File: src/rtl/code_port_pkg.sv
// Package: shared pin indices for the serial code port.
// Assumes the three serial pins are carried together as one vector.
package code_port_pkg;
    localparam int PIN_CS    = 0;
    localparam int PIN_SCK   = 1;
    localparam int PIN_SDI   = 2;
    localparam int PIN_COUNT = 3;
    // Idle levels: select high, clock and data low.
    localparam logic [PIN_COUNT-1:0] PIN_IDLE = 3'b001;
endpackage

File: src/rtl/pin_sync.sv
// pin_sync: multi-stage synchroniser with edge detection for a bundle of
// asynchronous pins. The synchronised level appears SYNC_STAGES edges
// after a pin change, and edges are flagged one cycle wide in that same
// cycle. Assumes each pin holds stable for more than SYNC_STAGES+1 clocks.
module pin_sync #(
    parameter int                 N_PINS      = 3,
    parameter int                 SYNC_STAGES = 2,
    parameter logic [N_PINS-1:0]  RESET_VAL   = '0
) (
    input  logic              clk,
    input  logic              rst_n,
    input  logic [N_PINS-1:0] pin_i,
    output logic [N_PINS-1:0] level_o,
    output logic [N_PINS-1:0] rise_o,
    output logic [N_PINS-1:0] fall_o
);
    logic [N_PINS-1:0] stage_q [SYNC_STAGES];
    logic [N_PINS-1:0] prev_q;

    // Move pins through the synchroniser chain and keep last synced level.
    always_ff @(posedge clk) begin
        if (!rst_n) begin
            for (int i = 0; i < SYNC_STAGES; i++) stage_q[i] <= RESET_VAL;
            prev_q <= RESET_VAL;
        end else begin
            stage_q[0] <= pin_i;
            for (int i = 1; i < SYNC_STAGES; i++) stage_q[i] <= stage_q[i-1];
            prev_q <= stage_q[SYNC_STAGES-1];
        end
    end

    // Compare synced level with previous one to flag edges.
    always_comb begin
        level_o = stage_q[SYNC_STAGES-1];
        rise_o  = level_o & ~prev_q;
        fall_o  = ~level_o & prev_q;
    end
endmodule

File: src/rtl/shift_engine.sv
// shift_engine: the 9-bit serial path for one transfer. On select start
// it loads the held code behind the output end, then takes a data bit
// into the input end on each clock rise and shifts toward the output on
// the next clock fall. A fall with no rise before it shifts nothing. On
// select end it offers the last CODE_W bits received, with a strobe.
// Assumes the select and shift-clock edges never fall in the same cycle.
module shift_engine #(
    parameter int CODE_W = 8
) (
    input  logic              clk,
    input  logic              rst_n,
    input  logic              sel_start,
    input  logic              sel_end,
    input  logic              sck_rise,
    input  logic              sck_fall,
    input  logic              sdi_lvl,
    input  logic [CODE_W-1:0] load_code,
    output logic              sdo_bit,
    output logic              active_o,
    output logic              commit_stb,
    output logic [CODE_W-1:0] commit_word
);
    localparam int PATH_W = CODE_W + 1;

    logic [PATH_W-1:0] path_q;
    logic              active_q;
    logic              armed_q;

    // Load, sample and shift the serial path during a transfer.
    always_ff @(posedge clk) begin
        if (!rst_n) begin
            path_q   <= '0;
            active_q <= 1'b0;
            armed_q  <= 1'b0;
        end else if (sel_start) begin
            path_q   <= {load_code, 1'b0};
            active_q <= 1'b1;
            armed_q  <= 1'b0;
        end else if (sel_end) begin
            active_q <= 1'b0;
            armed_q  <= 1'b0;
        end else if (active_q) begin
            if (sck_rise) begin
                path_q[0] <= sdi_lvl;
                armed_q   <= 1'b1;
            end else if (sck_fall && armed_q) begin
                path_q  <= {path_q[PATH_W-2:0], 1'b0};
                armed_q <= 1'b0;
            end
        end
    end

    // Pick the newest CODE_W bits depending on a pending sample.
    always_comb begin
        sdo_bit     = path_q[PATH_W-1];
        active_o    = active_q;
        commit_stb  = sel_end & active_q;
        commit_word = armed_q ? path_q[CODE_W-1:0] : path_q[PATH_W-1:1];
    end

    AST_END_RELEASES_DRIVE: assert property (@(posedge clk) disable iff (!rst_n)
        sel_end |=> !active_q);
    AST_START_SHOWS_MSB: assert property (@(posedge clk) disable iff (!rst_n)
        sel_start |=> (sdo_bit == $past(load_code[CODE_W-1])));
    AST_FALL_NEEDS_SAMPLE: assert property (@(posedge clk) disable iff (!rst_n)
        (active_q && !armed_q && sck_fall && !sel_end && !sel_start) |=> $stable(path_q));
endmodule

File: src/rtl/code_store.sv
// code_store: the converter code register and the three-wire mode lock.
// A serial commit or a pulse write updates the code unless shutdown is
// high. Pulse writes are refused once the lock is set, and the lock
// clears only on reset. Assumes commit strobes arrive only after locking.
module code_store #(
    parameter int CODE_W = 8
) (
    input  logic              clk,
    input  logic              rst_n,
    input  logic              lock_req,
    input  logic              commit_stb,
    input  logic [CODE_W-1:0] commit_word,
    input  logic              pulse_we,
    input  logic [CODE_W-1:0] pulse_code,
    input  logic              sleep,
    output logic [CODE_W-1:0] code_q,
    output logic              locked_q
);
    localparam logic [CODE_W-1:0] MID_CODE = {1'b1, {(CODE_W-1){1'b0}}};

    // Set the sticky three-wire lock on the first select fall.
    always_ff @(posedge clk) begin
        if (!rst_n)        locked_q <= 1'b0;
        else if (lock_req) locked_q <= 1'b1;
    end

    // Update the code from a commit or an allowed pulse write.
    always_ff @(posedge clk) begin
        if (!rst_n) begin
            code_q <= MID_CODE;
        end else if (!sleep) begin
            if (commit_stb)                code_q <= commit_word;
            else if (pulse_we && !locked_q) code_q <= pulse_code;
        end
    end

    AST_MID_AFTER_RESET: assert property (@(posedge clk)
        !rst_n |=> (code_q == MID_CODE));
    AST_LOCK_STICKY: assert property (@(posedge clk) disable iff (!rst_n)
        locked_q |=> locked_q);
    AST_HOLD_ASLEEP: assert property (@(posedge clk) disable iff (!rst_n)
        sleep |=> $stable(code_q));
    AST_PULSE_LOCKED_OUT: assert property (@(posedge clk) disable iff (!rst_n)
        (locked_q && pulse_we && !commit_stb) |=> $stable(code_q));
endmodule

File: src/rtl/serial_code_port.sv
// serial_code_port: top of the serial load and readback port. Joins the
// pin synchroniser, the 9-bit shift engine and the code store. Assumes
// clk runs at least 8x the shift clock. Data-out is returned as a value
// plus a drive enable, so the three-state buffer sits at the pad.
module serial_code_port #(
    parameter int CODE_W      = 8,
    parameter int SYNC_STAGES = 2
) (
    input  logic              clk,
    input  logic              rst_n,
    input  logic              cs_n_i,
    input  logic              sck_i,
    input  logic              sdi_i,
    input  logic              sleep_i,
    input  logic              pulse_we_i,
    input  logic [CODE_W-1:0] pulse_code_i,
    output logic [CODE_W-1:0] code_o,
    output logic              sdo_o,
    output logic              sdo_oe_o,
    output logic              three_wire_mode_o
);
    import code_port_pkg::*;

    logic [PIN_COUNT-1:0] pin_vec, pin_lvl, pin_rise, pin_fall;
    logic                 sel_start, sel_end;
    logic                 sdo_raw, active;
    logic                 commit_stb;
    logic [CODE_W-1:0]    commit_word;
    logic [CODE_W-1:0]    code_q;
    logic                 locked_q;
    logic                 unused_edges;

    // Bundle the pins and decode the select edges.
    always_comb begin
        pin_vec[PIN_CS]  = cs_n_i;
        pin_vec[PIN_SCK] = sck_i;
        pin_vec[PIN_SDI] = sdi_i;
        sel_start        = pin_fall[PIN_CS];
        sel_end          = pin_rise[PIN_CS];
        unused_edges     = pin_rise[PIN_SDI] ^ pin_fall[PIN_SDI]
                         ^ pin_lvl[PIN_CS] ^ pin_lvl[PIN_SCK];
    end

    pin_sync #(
        .N_PINS      (PIN_COUNT),
        .SYNC_STAGES (SYNC_STAGES),
        .RESET_VAL   (PIN_IDLE)
    ) u_sync (
        .clk     (clk),
        .rst_n   (rst_n),
        .pin_i   (pin_vec),
        .level_o (pin_lvl),
        .rise_o  (pin_rise),
        .fall_o  (pin_fall)
    );

    shift_engine #(.CODE_W(CODE_W)) u_shift (
        .clk         (clk),
        .rst_n       (rst_n),
        .sel_start   (sel_start),
        .sel_end     (sel_end),
        .sck_rise    (pin_rise[PIN_SCK]),
        .sck_fall    (pin_fall[PIN_SCK]),
        .sdi_lvl     (pin_lvl[PIN_SDI]),
        .load_code   (code_q),
        .sdo_bit     (sdo_raw),
        .active_o    (active),
        .commit_stb  (commit_stb),
        .commit_word (commit_word)
    );

    code_store #(.CODE_W(CODE_W)) u_store (
        .clk         (clk),
        .rst_n       (rst_n),
        .lock_req    (sel_start),
        .commit_stb  (commit_stb),
        .commit_word (commit_word),
        .pulse_we    (pulse_we_i),
        .pulse_code  (pulse_code_i),
        .sleep       (sleep_i),
        .code_q      (code_q),
        .locked_q    (locked_q)
    );

    // Drive the outputs, holding data-out low while not enabled.
    always_comb begin
        code_o            = code_q;
        sdo_oe_o          = active;
        sdo_o             = active & sdo_raw;
        three_wire_mode_o = locked_q;
    end

    AST_DRIVE_NEEDS_LOCK: assert property (@(posedge clk) disable iff (!rst_n)
        sdo_oe_o |-> three_wire_mode_o);
endmodule

File: config.mk
export PLATFORM = sky130hd
export DESIGN_NAME = serial_code_port
export DESIGN_NICKNAME = d
export VERILOG_FILES = /design/src/rtl/code_port_pkg.sv /design/src/rtl/pin_sync.sv /design/src/rtl/shift_engine.sv /design/src/rtl/code_store.sv /design/src/rtl/serial_code_port.sv
export SDC_FILE = /design/constraint.sdc
export NUM_CORES = 1
export LEC_CHECK = 0
export ABC_CLOCK_PERIOD_IN_PS = 4480
export BUFFER_PORTS_ARGS = -buffer_cell sky130_fd_sc_hd__buf_2
export CAP_MARGIN = 20
export CELL_PAD_IN_SITES_DETAIL_PLACEMENT = 1
export CELL_PAD_IN_SITES_GLOBAL_PLACEMENT = 2
export CORE_ASPECT_RATIO = 0.7
export CORE_MARGIN = 1
export CORE_UTILIZATION = 35
export CTS_CLUSTER_DIAMETER = 30
export DETAILED_ROUTE_END_ITERATION = 7
export HOLD_SLACK_MARGIN = 0.08
export PLACE_DENSITY_LB_ADDON = 0.12
export SYNTH_ARGS = -nofsm -noshare
export SYNTH_HDL_FRONTEND = slang
export SYNTH_SLANG_ARGS = --single-unit
File: constraint.sdc
create_clock -name clk -period 4.48 [get_ports clk]
set_clock_uncertainty 0.2 [all_clocks]
set_input_delay 0.448 -clock clk [delete_from_list [all_inputs] [get_ports clk]]
set_output_delay 0.448 -clock clk [all_outputs]
set_load 0.02 [all_outputs]
==> results_dict.tcl, run 1 <==
set metrics [dict create \
    synth_edf_count 0 \
    synth.avg_cell_area_sq_um 9.18 \
    finalHoldViolations 0 \
    synth_cell_types 27 \
    max_freq_mhz 445 \
    die_w_microns 76.2 \
    syn_area_sq_um 1350 \
    worstPathMaxFanout 17 \
    antenna_found_initial 0 \
    clk_pin_slew_ns 0.09 \
    cts_setup_buffers 0 \
    area_growth_pct 15.1 \
    rows 18 \
    num-fill-cells 438 \
    grt_max_degree 29 \
    critical_path_class "register to register" \
    netlist.area_leader.share 0.415 \
    numCtsBuffers 3 \
    vias 1116 \
    switchingPower_w 0.000113 \
    synth_area_leaders "dfxtp_1 (42%), mux2i_1 (6.7%), o221a_1 (6.7%)" \
    critPathSlowestCell "ha_1" \
    power.internal_w 0.000356 \
    cp_top_family "compound AO/OA/AOI/OAI gates" \
    port_buffers 25 \
    period_share 0.501 \
    setup_viol 0 \
    place_hpwl_microns 2490 \
    holdWs_ns 0.150 \
    drive_gt1_frac 0.202 \
    p_leak_nw 0.617 \
    rsz0062_at_grt "no" \
    crit_buf_inv 1 \
    worstSetupEndpointType "register" \
    die-area_sq_um 4110 \
    clkLatencyLatePin_ns 0.27 \
    arrival_ns 2.24 \
    synth_top_area_cell "dfxtp_1" \
    worst_path_largest_cell_delay_ns 0.39 \
    tightest_slew_ns 0.601 \
    async_flop_share 0 \
    synth_flop_cell "dfxtp_1" \
    htree_levels 1 \
    min_period_ns 2.24 \
    power_density_nw_per_um2 302 \
    hp-class "input pin to register" \
    root_buffer "clkbuf_8" \
    required_ns 4.48 \
    fin_tns_setup_ns 0 \
    power_w 0.000470 \
    routed_via_density 5.12 \
    drtIter0Drc 73 \
    seq_area_frac_synth 0.415 \
    reg2reg_slack_ns 2.24 \
    crit_chain "inv_1, ha_1, nand2_2, a21oi_4, nand2_1, o22ai_1" \
    antenna_left 0 \
    instances_no_fill 218 \
    core_area_sq_um 3600 \
    die_h_microns 54.0 \
    io_pins 26 \
    grt_pass1_vias 1191 \
    clockBufferDepth 2 \
    status "completed" \
    antenna_cells 0 \
    drc 0 \
    firstDrtPassIters 4 \
    final_nets 188 \
    synth_top_family_by_area "compound AO/OA/AOI/OAI gates" \
    pwr-share-comb 0.101 \
    netSwitchingFraction 0.242 \
    cts_tree "yes" \
    drv_cap 0 \
    synthSimpleGateAreaFrac 0.218 \
    synth_compound_area_frac 0.226 \
    pwr-share-clk 0.338 \
    cts_resized 0 \
    final_max_slew_viol_count 0 \
    synth_mux_area_frac 0.0667 \
    start_util 0.375 \
    dp.cells 214 \
    relSlewSlack 0.597 \
    routedWlPerCell_microns 15.8 \
    drt-total-wl_microns 3450 \
    synthCells 147 \
    postCtsHoldBufs 0 \
    gr-total-overflow 0 \
    synth-xor-area-share 0 \
    postLayoutCoreUtil 0.431 \
    synthAdderAreaFrac 0.0371 \
    grt_pass1_wl_microns 5670 \
    synth-seq-cells 28 \
    syn_nets 166 \
    cts_sinks 28 \
    startpoint_type "register" \
    ys_warn_count 0 \
    vdd_ir_drop_max_mv 0.170 \
    place.gp.congestion 0.679 \
    grtUsageTotal 0.179 \
    share_seq_of_total_power 0.561 \
]
-- power groups by stage --
stage | registers, W | logic (W) | clock network [W]
after global placement | 0.000269 | 0.0000468 | 0
final | 0.000263 | 0.0000475 | 0.000159
after detailed placement | 0.000269 | 0.0000480 | 0
after floorplan | 0.000273 | 0.0000263 | 0
after global routing | 0.000265 | 0.0000522 | 0.000178
after CTS | 0.000264 | 0.0000482 | 0.000169
-- cell type report --
| class | count | area, sq um | area share |
|---|---|---|---|
| sequential | 28 | 561 | 0.361 |
| clock buffer | 4 | 55.1 | 0.0354 |
| inverter | 3 | 11.3 | 0.00725 |
| timing repair buffer | 25 | 125 | 0.0805 |
| multi-input combinational | 108 | 739 | 0.476 |
| tap | 50 | 62.6 | 0.0403 |
-- registers in the layout, summed over array words and instances (netlist names) --
register and cells:
u_shift.active_o 1, u_sync.prev_q 2, u_store.code_q 8, u_shift.path_q 9, u_shift.armed_q 1, u_store.locked_q 1, u_sync.stage_q 6
-- cell families after synthesis --
| family | count (synthesis) |
|---|---|
| adders and majority gates | 4 |
| and+or+nand+nor | 54 |
| buffers and inverters | 11 |
| DFF | 28 |
| AOI/OAI and AO/OA | 41 |
| muxes | 9 |
-- metrics by stage --
stage	instance area, sq um	setup WS [ns]
5_1_grt	1550	2.02
3_3_place_gp	1500	2.43
3_5_place_dp	1500	2.24
6_report	1550	2.24
2_1_floorplan	1350	2.80
4_1_cts	1550	2.20
-- synthesized netlist by cell type, drive strengths merged, types with 4 or more instances --
cell,instances
nor2,11
nand2,11
and2,6
o221a,8
o22ai,7
dfxtp,28
clkbuf,6
nand2b,12
ha,4
nor2b,11
mux2i,9
a21oi,18
-- cells in the final DEF (no fill, tap or decap), types with 7 or more instances in the layout --
master / n
a21oi_1: 17
buf_2: 25
dfxtp_1: 28
mux2i_1: 9
nand2_1: 10
nand2b_1: 12
nor2_1: 11
nor2b_1: 11
o221a_1: 8
o22ai_1: 7
-- layer usage --
layer	global-route usage	vias up	wire length [microns]
met1	0.221	531	1730
met4	0.0609	0	19
li1	-	556	-
met3	0.0356	2	123
met5	0	-	0
met2	0.323	27	1570
-- worst paths after layout --
path                   startpoint              endpoint  depth (start not counted)
max              u_sync.prev_q[0]     u_store.code_q[0]                          6
min                        cs_n_i  u_sync.stage_q[0][0]                          2
max reg2reg      u_sync.prev_q[0]     u_store.code_q[0]                          6
min reg2reg  u_sync.stage_q[0][0]  u_sync.stage_q[0][3]                          1
Power figures use the tool's default switching activity.
==> run 2, diff against run 1 <==
--- a/config.mk
+++ b/config.mk
@@ -5,14 +5,14 @@
 export SDC_FILE = /design/constraint.sdc
 export NUM_CORES = 1
 export LEC_CHECK = 0
-export ABC_CLOCK_PERIOD_IN_PS = 4480
+export ABC_CLOCK_PERIOD_IN_PS = 2200
 export BUFFER_PORTS_ARGS = -buffer_cell sky130_fd_sc_hd__buf_2
 export CAP_MARGIN = 20
 export CELL_PAD_IN_SITES_DETAIL_PLACEMENT = 1
 export CELL_PAD_IN_SITES_GLOBAL_PLACEMENT = 2
 export CORE_ASPECT_RATIO = 0.7
 export CORE_MARGIN = 1
-export CORE_UTILIZATION = 35
+export CORE_UTILIZATION = 32
 export CTS_CLUSTER_DIAMETER = 30
 export DETAILED_ROUTE_END_ITERATION = 7
 export HOLD_SLACK_MARGIN = 0.08
==> constraint.sdc (replaced) <==
create_clock -name clk -period 2.2 [get_ports clk]
set_clock_uncertainty 0.2 [all_clocks]
set_input_delay 0.22 -clock clk [delete_from_list [all_inputs] [get_ports clk]]
set_output_delay 0.22 -clock clk [all_outputs]
set_load 0.02 [all_outputs]
==> run 2 against run 1 <==
  * Setup slack lost 1.9 ns
  * Sequential power increased by 100%
  * Routed wire length rose by 3.7%
  * Die area is 9.1% higher
  * Global-route usage decreased by 0.40 points
  * Total power up 130%
  * Utilization up 1.1 points
  * Critical path depth is 1 lower
==> results_dict.tcl, run 2 (same netlist as run 1, synthesis figures left out) <==
set metrics [dict create \
    max_freq_mhz 524 \
    r2r-start "u_sync.stage_q[0][3]" \
    antenna_cells 0 \
    drive_gt1_frac 0.218 \
    arrival_ns 1.90 \
    hp-class "input pin to register" \
    startpoint_type "register" \
    power_w 0.00107 \
    status "completed" \
    regMostFlops "u_shift.path_q" \
    grt_pass1_vias 1168 \
    final_nets 208 \
    port_buffers 25 \
    r2r_cells 5 \
    drt-total-wl_microns 3580 \
    power_density_nw_per_um2 612 \
    num-fill-cells 466 \
    die_w_microns 79.6 \
    finalHoldViolations 0 \
    fin_tns_setup_ns 0 \
    io_pins 26 \
    worstPathMaxFanout 8 \
    clkLatencyLatePin_ns 0.29 \
    die_h_microns 56.3 \
    final_max_slew_viol_count 0 \
    final_cell_area_sq_um 1760 \
    crit_path_start "u_sync.stage_q[0][3]" \
    routedWlPerCell_microns 14.9 \
    routed_via_density 4.99 \
    worstSetupEndpointType "register" \
    drc 0 \
    relSlewSlack 0.616 \
    grtUsageTotal 0.175 \
    place.gp.congestion 0.758 \
    place_hpwl_microns 2570 \
    dpl-instance-area_sq_um 1550 \
    rows 19 \
    antenna_found_initial 0 \
    crit_cells 5 \
    p_leak_nw 0.713 \
    htree_levels 1 \
    largest_reg_flops 9 \
    hold_depth 4 \
    vdd_ir_drop_max_mv 0.244 \
    setup_viol 0 \
    reg2reg_slack_ns 0.29 \
    clockBufferDepth 2 \
    crit_chain "inv_1, ha_1, nor3_2, a21oi_1, o221a_1" \
    drv_cap 0 \
    critical_path_class "register to register" \
    crit_path_end "u_shift.path_q[4]" \
    clk_pin_slew_ns 0.10 \
    vias 1197 \
    cts_sinks 28 \
    rsz0062_at_grt "no" \
    drtIter0Drc 47 \
    min_period_ns 1.91 \
    area_growth_pct 30.0 \
    core_area_sq_um 3970 \
    largest_registers "u_shift.path_q (9), u_store.code_q (8), u_sync.stage_q (6)" \
    layout_commonest_cell "dfxtp_1" \
    grt_max_degree 20 \
    critPathSlowestCell "nor3_2" \
    worst_path_largest_cell_delay_ns 0.51 \
    root_buffer "clkbuf_8" \
    die-area_sq_um 4490 \
    firstDrtPassIters 4 \
    numCtsBuffers 3 \
    cts_tree "yes" \
    period_share 0.868 \
    antenna_left 0 \
    crit_buf_inv 1 \
    final_cell_mix "dfxtp_1 (28), buf_2 (25), a21oi_1 (17)" \
    reg2reg_to "u_shift.path_q[4]" \
    start_util 0.340 \
    tightest_slew_ns 0.573 \
    required_ns 2.19 \
    cp_top_family "simple AND/OR/NAND/NOR gates" \
    grt_pass1_wl_microns 5820 \
    gr-total-overflow 0 \
]
## run 2: layer usage
| layer | wire, microns | global-route usage |
|---|---|---|
| met3 | 120 | 0.0390 |
| met1 | 1820 | 0.233 |
| met4 | 48 | 0.0623 |
| met5 | 0 | 0 |
| met2 | 1590 | 0.277 |
## run 2: worst min-delay path by stage
stage,from,end,slack [ns]
detailed placement,u_sync.stage_q[0][0],u_sync.stage_q[0][3],0.20
global route,pulse_code_i[7],u_store.code_q[7],0.14
CTS,pulse_code_i[7],u_store.code_q[7],0.12
finish,pulse_code_i[7],u_store.code_q[7],0.12
floorplan,cs_n_i,u_sync.stage_q[0][0],0.12
global placement,cs_n_i,u_sync.stage_q[0][0],0.21
## run 2: power breakdown
group          switching, W  leakage [nW]  internal [W]
clock              0.000175        0.0357      0.000244
sequential        0.0000124         0.228      0.000524
combinational     0.0000590         0.449     0.0000608
total              0.000246         0.713      0.000829
## run 2: layout make-up
| cell class | instances | area (sq um) | share of cell area |
|---|---|---|---|
| Sequential cell | 28 | 561 | 0.319 |
| Clock inverter | 1 | 30.0 | 0.0171 |
| Inverter | 3 | 11.3 | 0.00641 |
| Timing Repair Buffer | 45 | 308 | 0.175 |
| Clock buffer | 3 | 41.3 | 0.0235 |
| Multi-Input combinational cell | 108 | 739 | 0.421 |
| Tap cell | 52 | 65.1 | 0.0371 |
## run 2: metrics by stage
| step | hold slack (ns) | std cells | worst slack, ns | util |
|---|---|---|---|---|
| floorplan | 0.121 | 147 | 0.524 | - |
| CTS | 0.117 | 240 | 0.281 | 0.442 |
| global placement | 0.205 | 223 | 0.354 | 0.391 |
| global route | 0.139 | 240 | 0.138 | 0.442 |
| detailed placement | 0.198 | 223 | 0.294 | 0.391 |
| finish | 0.120 | 240 | 0.290 | 0.442 |
## run 2: tightest hold or removal path: stages
cell     delay (ns)
buf_2          0.09
nand2_1        0.05
o211a_1        0.13
o21ai_0        0.07
## run 2: what timing repair did
item / 4_1_cts / 5_1_grt
endpoints found under the hold margin: 13 / 0
buffers inserted: 0 / 0
gates resized for setup: 0 / 0
hold buffers: 13 / 0
==> run 3, diff against run 2 <==
--- a/config.mk
+++ b/config.mk
@@ -12,7 +12,7 @@
 export CELL_PAD_IN_SITES_GLOBAL_PLACEMENT = 2
 export CORE_ASPECT_RATIO = 0.7
 export CORE_MARGIN = 1
-export CORE_UTILIZATION = 32
+export CORE_UTILIZATION = 30
 export CTS_CLUSTER_DIAMETER = 30
 export DETAILED_ROUTE_END_ITERATION = 7
 export HOLD_SLACK_MARGIN = 0.08
==> run 3 against run 2 <==
  * The run now ends with DRC left
  * Sequential cell count stayed put
  * Setup slack got worse by 0.043 ns
  * Highest routed layer is now met3
  * Clock-buffer cell count stayed put
  * Routed wire length increased by 2.7%
  * Fmax decreased by 2.2%
  * Combinational power about the same
  * Total power fell by 0.33%
  * Hold slack worse by 0.029 ns
  * Critical path type unchanged
  * Utilization is 4.0 points lower
  * Cell count increased by 0.42%
==> results_dict.tcl, run 3 (same netlist as run 1, synthesis figures left out) <==
set metrics [dict create \
    die-area_sq_um 4780 \
    fin_tns_setup_ns 0 \
    switchingPower_w 0.000245 \
    antenna_cells 0 \
    final_cell_area_sq_um 1740 \
    arrival_ns 1.93 \
    gr-total-overflow 0 \
    core_area_sq_um 4330 \
    final_cell_mix "dfxtp_1 (28), buf_2 (25), a21oi_1 (17)" \
    power.internal_w 0.000826 \
    start_util 0.312 \
    port_buffers 25 \
    place.gp.congestion 0.758 \
    layout_commonest_cell "dfxtp_1" \
    htree_levels 1 \
    die_h_microns 58.1 \
    crit_buf_inv 1 \
    netSwitchingFraction 0.229 \
    status "finished with violations" \
    io_pins 26 \
    cts_tree "yes" \
    relSlewSlack 0.603 \
    cts_setup_buffers 0 \
    worst_path_largest_cell_delay_ns 0.53 \
    grt_pass1_vias 1208 \
    pwr-share-clk 0.390 \
    root_buffer "clkbuf_8" \
    clockBufferDepth 2 \
    clk_pin_slew_ns 0.10 \
    drt-total-wl_microns 3670 \
    max_freq_mhz 512 \
    antenna_found_initial 0 \
    grt_max_degree 22 \
    rows 20 \
    regMostFlops "u_shift.path_q" \
    routedWlPerCell_microns 15.2 \
    holdWs_ns 0.0908 \
    startpoint_type "register" \
    cts_sinks 28 \
    critical_path_class "register to register" \
    pwr-share-comb 0.110 \
    required_ns 2.17 \
    finalHoldViolations 0 \
    firstDrtPassIters 6 \
    dpl-instance-area_sq_um 1560 \
    numCtsBuffers 3 \
    routed_via_density 4.88 \
    p_leak_nw 0.706 \
    final_nets 206 \
    crit_chain "inv_1, ha_1, nor3_2, a21oi_1, o221a_1" \
    violations "DRC" \
    drive_gt1_frac 0.220 \
    area_growth_pct 28.8 \
    rsz0062_at_grt "no" \
    final_max_slew_viol_count 0 \
    tightest_slew_ns 0.593 \
    reg2reg_slack_ns 0.25 \
    share_seq_of_total_power 0.500 \
    vias 1177 \
    min_period_ns 1.95 \
    grt_pass1_wl_microns 5950 \
    drtIter0Drc 47 \
    power_density_nw_per_um2 616 \
    hp-class "input pin to register" \
    critPathSlowestCell "nor3_2" \
    drc 1 \
    setup_viol 0 \
    clkLatencyLatePin_ns 0.28 \
    worstSetupEndpointType "register" \
    drv_cap 0 \
    cp_top_family "simple AND/OR/NAND/NOR gates" \
    worstPathMaxFanout 8 \
    largest_reg_flops 9 \
    place_hpwl_microns 2540 \
    antenna_left 0 \
    die_w_microns 82.2 \
    grtUsageTotal 0.169 \
    largest_registers "u_shift.path_q (9), u_store.code_q (8), u_sync.stage_q (6)" \
    period_share 0.888 \
    vdd_ir_drop_max_mv 0.258 \
    num-fill-cells 510 \
]
[run 3: layout make-up]
cell class | instances | area [sq um] | area share
Inverter | 3 | 11.3 | 0.00647
Multi-Input combinational cell | 108 | 739 | 0.425
Timing Repair Buffer | 43 | 288 | 0.165
Tap cell | 55 | 68.8 | 0.0396
Clock inverter | 1 | 30.0 | 0.0173
Sequential cell | 28 | 561 | 0.322
Clock buffer | 3 | 41.3 | 0.0237
[run 3: final timing paths]
kind / endpoint / start / cells past startpoint
worst max-delay path: u_shift.path_q[6] / u_sync.stage_q[0][3] / 5
worst min-delay path: u_store.code_q[7] / sleep_i / 4
worst max register to register: u_shift.path_q[6] / u_sync.stage_q[0][3] / 5
worst min register to register: u_sync.stage_q[0][3] / u_sync.stage_q[0][0] / 1
[run 3: repair_timing]
action                                 in CTS  in global routing
endpoints found under the hold margin      14                  0
hold buffers                               11                  0
resized for setup                           0                  0
[run 3: layer usage]
metal	global-route usage	up-vias	part of all wire
li1	-	588	-
met4	0.0301	0	0
met1	0.225	570	0.50
met3	0.0394	0	0.025
met2	0.279	19	0.47
met5	0	-	0
[run 3: worst reg2reg max path, stage by stage (launching register included)]
cell and delay [ns]:
dfxtp_1 0.37, inv_1 0.09, ha_1 0.24, nor3_2 0.53, a21oi_1 0.16, o221a_1 0.27
[run 3: per-stage QoR]
stage,setup slack (ns),utilization,std cells,total power (W)
global placement,0.378,0.360,226,0.000647
global route,0.182,0.402,241,0.00112
finish,0.246,0.402,241,0.00107
CTS,0.263,0.402,241,0.00109
floorplan,0.524,-,147,0.000609
detailed placement,0.315,0.360,226,0.000651
[run 3: power groups by stage]
stage	combinational, W	sequential [W]	clock, W
final	0.000118	0.000536	0.000417
after floorplan	0.0000536	0.000556	0
after global placement	0.000101	0.000546	0
after CTS	0.000119	0.000536	0.000439
after detailed placement	0.000104	0.000547	0
after global routing	0.000129	0.000538	0.000454
